File: src/rtl/chop_seq_pkg.sv
package chop_seq_pkg;

    localparam int SEL_W_DEF   = 3;
    localparam int SEG_NUM_DEF = 8;

    // Terminal count of the chop counter for exponent k: 2^k - 1
    function automatic int unsigned chop_terminal(input int unsigned k);
        return (32'd1 << k) - 32'd1;
    endfunction

    // Terminal count of the period counter for interval n (n >= 1)
    function automatic int unsigned period_terminal(input int unsigned n);
        return (n == 0) ? 0 : n - 1;
    endfunction

    typedef enum logic [1:0] {
        CHOP_EXTERNAL = 2'd0,
        CHOP_INTERNAL = 2'd1
    } chop_src_e;

endpackage

File: src/rtl/chop_period_div.sv
module chop_period_div #(
    parameter int SEL_W = chop_seq_pkg::SEL_W_DEF
) (
    input  logic             clk,
    input  logic             rst,
    input  logic             fs_tick,
    input  logic [SEL_W-1:0] cyc_sel,
    output logic             rot_evt
);
    import chop_seq_pkg::*;

    localparam int unsigned MAX_N = (1 << SEL_W) - 1;

    logic [SEL_W-1:0] pcnt_q;
    logic             at_term;
    logic             running;

    assign running = (cyc_sel != '0);
    assign at_term = (32'(pcnt_q) >= period_terminal(32'(cyc_sel)));
    assign rot_evt = running && fs_tick && at_term;

    always_ff @(posedge clk) begin
        if (rst) begin
            pcnt_q <= '0;
        end else if (!running) begin
            pcnt_q <= '0;
        end else if (fs_tick) begin
            if (at_term) pcnt_q <= '0;
            else         pcnt_q <= pcnt_q + 1'b1;
        end
    end


    cnt_bound_chk: assert property (@(posedge clk) disable iff (rst)
        32'(pcnt_q) < MAX_N);


    idle_clear_chk: assert property (@(posedge clk) disable iff (rst)
        (cyc_sel == '0) |=> (pcnt_q == '0));

endmodule

File: src/rtl/chop_seg_rotor.sv
module chop_seg_rotor #(
    parameter int IDX_W = 3
) (
    input  logic             clk,
    input  logic             rst,
    input  logic             adv,
    output logic [IDX_W-1:0] seg_q
);
    localparam logic [IDX_W-1:0] LAST = '1;

    always_ff @(posedge clk) begin
        if (rst)      seg_q <= '0;
        else if (adv) seg_q <= (seg_q == LAST) ? '0 : seg_q + 1'b1;
    end


    seg_wrap_chk: assert property (@(posedge clk) disable iff (rst)
        (adv && seg_q == LAST) |=> (seg_q == '0));


    seg_hold_chk: assert property (@(posedge clk) disable iff (rst)
        !adv |=> $stable(seg_q));

endmodule

File: src/rtl/chop_sign_gen.sv
module chop_sign_gen #(
    parameter int SEL_W = chop_seq_pkg::SEL_W_DEF
) (
    input  logic             clk,
    input  logic             rst,
    input  logic             rot_evt,
    input  logic [SEL_W-1:0] chop_sel,
    output logic             sign_q
);
    import chop_seq_pkg::*;

    localparam int CNT_W = (1 << SEL_W) - 1;

    chop_src_e        src;
    logic [CNT_W-1:0] ccnt_q;
    logic             at_term;

    assign src     = (chop_sel == '0) ? CHOP_EXTERNAL : CHOP_INTERNAL;
    assign at_term = (32'(ccnt_q) >= chop_terminal(32'(chop_sel)));

    always_ff @(posedge clk) begin
        if (rst) begin
            ccnt_q <= '0;
            sign_q <= 1'b0;
        end else if (src == CHOP_EXTERNAL) begin
            ccnt_q <= '0;
        end else if (rot_evt) begin
            if (at_term) begin
                ccnt_q <= '0;
                sign_q <= ~sign_q;
            end else begin
                ccnt_q <= ccnt_q + 1'b1;
            end
        end
    end


    ext_hold_chk: assert property (@(posedge clk) disable iff (rst)
        ($past(chop_sel) == '0) |-> $stable(sign_q));


    no_rot_hold_chk: assert property (@(posedge clk) disable iff (rst)
        !rot_evt |=> (sign_q == $past(sign_q)));

endmodule

File: src/rtl/chop_seq_top.sv
module chop_seq_top #(
    parameter int SEL_W   = chop_seq_pkg::SEL_W_DEF,
    parameter int SEG_NUM = chop_seq_pkg::SEG_NUM_DEF,
    parameter int IDX_W   = $clog2(SEG_NUM)
) (
    input  logic             clk,
    input  logic             rst,
    input  logic             fs_tick,
    input  logic [SEL_W-1:0] cyc_sel,
    input  logic             div_cyc_en,
    input  logic [SEL_W-1:0] chop_sel,
    input  logic             ext_sign_in,
    input  logic             ext_seg_en,
    input  logic [IDX_W-1:0] ext_seg_idx,
    output logic [IDX_W-1:0] seg_idx,
    output logic             div_rotate,
    output logic             chop_sign
);
    logic             rot_evt;
    logic [IDX_W-1:0] seg_int;
    logic             sign_int;
    logic             div_q;

    chop_period_div #(.SEL_W(SEL_W)) u_div (
        .clk     (clk),
        .rst     (rst),
        .fs_tick (fs_tick),
        .cyc_sel (cyc_sel),
        .rot_evt (rot_evt)
    );

    chop_seg_rotor #(.IDX_W(IDX_W)) u_rot (
        .clk   (clk),
        .rst   (rst),
        .adv   (rot_evt),
        .seg_q (seg_int)
    );

    chop_sign_gen #(.SEL_W(SEL_W)) u_sign (
        .clk      (clk),
        .rst      (rst),
        .rot_evt  (rot_evt),
        .chop_sel (chop_sel),
        .sign_q   (sign_int)
    );

    always_ff @(posedge clk) begin
        if (rst) div_q <= 1'b0;
        else     div_q <= rot_evt && div_cyc_en;
    end

    assign div_rotate = div_q;
    assign seg_idx    = ext_seg_en ? ext_seg_idx : seg_int;
    assign chop_sign  = (chop_sel == '0) ? ext_sign_in : sign_int;


    div_gate_chk: assert property (@(posedge clk) disable iff (rst)
        div_rotate |-> $past(div_cyc_en));


    div_idle_chk: assert property (@(posedge clk) disable iff (rst)
        ($past(cyc_sel) == '0) |-> !div_rotate);


    div_with_adv_chk: assert property (@(posedge clk) disable iff (rst)
        div_rotate |-> (seg_int != $past(seg_int)));

endmodule

File: config.mk
export PLATFORM = sky130hd
export DESIGN_NAME = chop_seq_top
export DESIGN_NICKNAME = d
export VERILOG_FILES = /design/src/rtl/chop_seq_pkg.sv /design/src/rtl/chop_period_div.sv /design/src/rtl/chop_seg_rotor.sv /design/src/rtl/chop_sign_gen.sv /design/src/rtl/chop_seq_top.sv
export SDC_FILE = /design/constraint.sdc
export NUM_CORES = 1
export LEC_CHECK = 0
export ABC_AREA = 1
export BUFFER_PORTS_ARGS = -buffer_cell sky130_fd_sc_hd__buf_2
export CAP_MARGIN = 20
export CORE_MARGIN = 1
export CORE_UTILIZATION = 40
export DETAILED_ROUTE_END_ITERATION = 7
export PLACE_DENSITY = 0.63
export SLEW_MARGIN = 20
export SYNTH_ARGS = -nofsm -noshare
export SYNTH_HDL_FRONTEND = slang
export SYNTH_SLANG_ARGS = --single-unit
File: constraint.sdc
create_clock -name clk -period 2.2 [get_ports clk]
set_input_delay 0.22 -clock clk [delete_from_list [all_inputs] [get_ports clk]]
set_output_delay 0.22 -clock clk [all_outputs]
set_load 0.05 [all_outputs]
==> run_results.csv <==
group,metric,value,unit
worst_setup_path,max_stage_delay,0.27,ns
clocking,cts_hold_buf,0,
clocking,post_cts_buffers,0,
clocking,cts.repair.resized,0,
worst_setup_path,worstSetupEndpointType,"register",
synth,yosys_warnings,0,
placed_design,dp_hpwl,2.047,mm
timing,relSlewSlack,83.32,%
timing,maxSlewViolCount,0,
finish,final_common_cell,"nand2_1",
power_and_ir_drop,total_power,0.6438,mW
global_route,grt-ovfl-total,0,
worst_setup_path,worstSetupPathType,"input pin to register",
finish,drive_gt1_share,18.66,%
synth,synth_ff_type,"dfxtp_1",
clocking,clock_latency,0.28,ns
drt,wl_per_cell,9.863,um
timing,period_share,87.22,%
flow_run,drv_cap,0,
timing,fmax,0.5211,GHz
finish,diodes,0,
power_and_ir_drop,power_density,466.1,mW/mm^2
clocking,cts_made_buffers,3,
worst_setup_path,timing.rr.start,"u_div.pcnt_q[1]",
synth,synth_top_area_cell,"dfxtp_1",
synth,synthDistinctLibCells,25,
die,start_util,42.69,%
synth,async_flop_share,0,%
die,die_area,0.003191,mm^2
drt,route.vias.total,1149,
timing,rsz0062_at_grt,"false",
global_route,grt_usage,17.20,%
worst_setup_path,critical_path_arrival,2.13,ns
global_route,grt_pass1_wl,4.388,mm
worst_setup_path,cp.required,2.41,ns
timing,worstMarginPinSlew,0.2519,ns
finish,final_area,0.001381,mm^2
placed_design,gp_congestion,0.8129,
drt,ant_nets,0,
hold_path,min_from,"div_cyc_en",
drt,via_per_inst,4.788,
clocking,clockBufferDepth,2,
finish,fillers,295,
finish,area_growth,16.33,%
timing,setup_viol,0,
worst_setup_path,critPathMaxFanout,6,
power_and_ir_drop,p_seq_share,46.1,%
power_and_ir_drop,p_switching,0.2189,mW
power_and_ir_drop,p_sw_share,34.00,%
synth,synth_edf_count,0,
finish,final_cell_mix,"nand2_1 (48), inv_1 (34), nor2_1 (19), buf_2 (19)",
global_route,antenna_found_initial,0,
timing,finalHoldViolations,0,
worst_setup_path,worstSetupStartpoint,"chop_sel[1]",
hold_path,whs_path_depth,3,
clocking,cts.sinks,15,
die,rows,19,
clocking,cts-root-buf,"clkbuf_4",
hold_path,hp-class,"input pin to register",
power_and_ir_drop,ir_drop,0.0002350,V
global_route,met1_usage,19.04,%
placed_design,io_buffers,19,
power_and_ir_drop,p_int,0.4249,mW
global_route,grt_pass1_vias,1139,
synth,synth.cell_area,0.001187,mm^2
outcome,status,"complete, no violations",
global_route,grt_max_degree,14,
power_and_ir_drop,power.leakage,0.7382,nW
drt,routed_wl,2.367,mm
timing,fin_crit,1.919,ns
die,coreArea,0.002781,mm^2
worst_setup_path,cpMostUsedCell,"nand2_1",
power_and_ir_drop,pwr-share-clk,24.5,%
synth,synth_seq_cells,15,
synth,syn_avg_cell_area,6.488,um^2
placed_design,placed_area,0.001340,mm^2
clocking,h-tree-depth,1,
worst_setup_path,rr_worst_depth,12,
synth,ys_top_cells_by_area,"dfxtp_1 (25%), ha_1 (17%), nand2_1 (15%)",
global_route,met3_usage,2.995,%
timing,fin_skew,0.0005403,ns
die,fp.dieW,56.49,um
power_and_ir_drop,power_frac_comb,29.5,%
finish,final_nets,241,
die,io_pins,20,
clocking,cts_tree,"built",
clocking,clk_pin_slew_worst_paths,0.09,ns
drt,drc,0,
drt,drt_iter0_drc,19,
global_route,grtUsageMet2,31.43,%
finish,final_util,49.66,%
worst_setup_path,crit_path_start_kind,"input pin",
synth,synth_top_area_share,25.29,%
worst_setup_path,critical_path.cell_chain,"buf_2, nor2_4, nand2_1, ha_2, inv_2, o21ai_0, o211ai_1, ha_1, nand2_1, inv_1, nand2_1, nor2_1, nor2_1, nand2_1, nand2_1, o21ai_1, buf_4, nor3_1",
synth,syn_inst,183,
drt,first_pass_iters,4,
worst_setup_path,crit_slowest_cell,"ha_1",
synth,ys_seq_area_share,25.29,%
die,die_h,56.49,um
synth,synth_fp_nets,214,
timing,fin_setup_tns,0,ns
global_route,busiest_layer,"met2",
-- sequential cells by signal (all words and copies together), names as in the netlist --
name	flops
u_sign.ccnt_q	7
u_div.pcnt_q	3
u_rot.seg_q	3
div_rotate	1
u_sign.sign_q	1
-- per-layer routing --
layer | share of wire [%] | vias up
li1 | - | 631
met3 | 2.7 | 6
met5 | 0 | -
met4 | 1.6 | 0
met2 | 50 | 20
met1 | 45 | 492
-- critical path, delay by kind of cell --
kind                       cells  cell delay, ns
adders and majority gates      2            0.48
buffers and inverters          4            0.39
AOI/OAI and AO/OA              3            0.28
and+or+nand+nor                9            0.73
-- through the flow --
stage	worst slack, ns	hold slack (ns)	cells
5_1_grt	0.007389	0.1625	240
2_1_floorplan	0.03891	0.2985	183
4_1_cts	0.1319	0.1538	240
6_report	0.2811	0.1602	240
3_5_place_dp	-0.1508	0.4623	236
3_3_place_gp	-0.03578	0.4552	236
-- worst paths after layout --
check                           to  slack, ns
setup reg to reg  u_sign.ccnt_q[6]       0.56
setup / recovery  u_sign.ccnt_q[4]       0.28
hold reg to reg     u_rot.seg_q[2]       0.48
hold / removal          div_rotate       0.16
-- power groups by stage --
stage / registers (mW) / clock network (mW) / logic, mW
floorplan: 0.303 / 0 / 0.135
global placement: 0.302 / 0 / 0.180
detailed placement: 0.303 / 0 / 0.188
CTS: 0.297 / 0.164 / 0.189
global route: 0.299 / 0.177 / 0.219
finish: 0.297 / 0.158 / 0.190
-- cell families after synthesis --
| group | after synthesis | synth area share [%] |
|---|---|---|
| buffers and inverters | 37 | 12.33 |
| and+or+nand+nor | 87 | 31.82 |
| xor gates and xnor gates | 1 | 0.7378 |
| adders and majority gates | 16 | 16.86 |
| DFF | 15 | 25.29 |
| AOI/OAI and AO/OA | 27 | 12.96 |
-- cell usage after synthesis, types with 2 or more instances --
cell and number:
nand2_1 48, nand3_1 5, ha_1 16, a21oi_1 11, nor2_1 20, nand4_1 2, o21ai_0 8, o21bai_1 3
inv_1 35, a211oi_1 2, dfxtp_1 15, nor3_1 5
-- final cells by class --
cell class / instances / area [um^2] / area share (%)
Sequential cell: 15 / 300.3 / 21.74
Inverter: 36 / 135.1 / 9.783
Timing Repair Buffer: 23 / 125.1 / 9.058
Tap cell: 31 / 38.79 / 2.808
Multi-Input combinational cell: 131 / 755.7 / 54.71
Clock buffer: 4 / 26.28 / 1.902
Note: power is estimated with default switching activity, not from simulation.
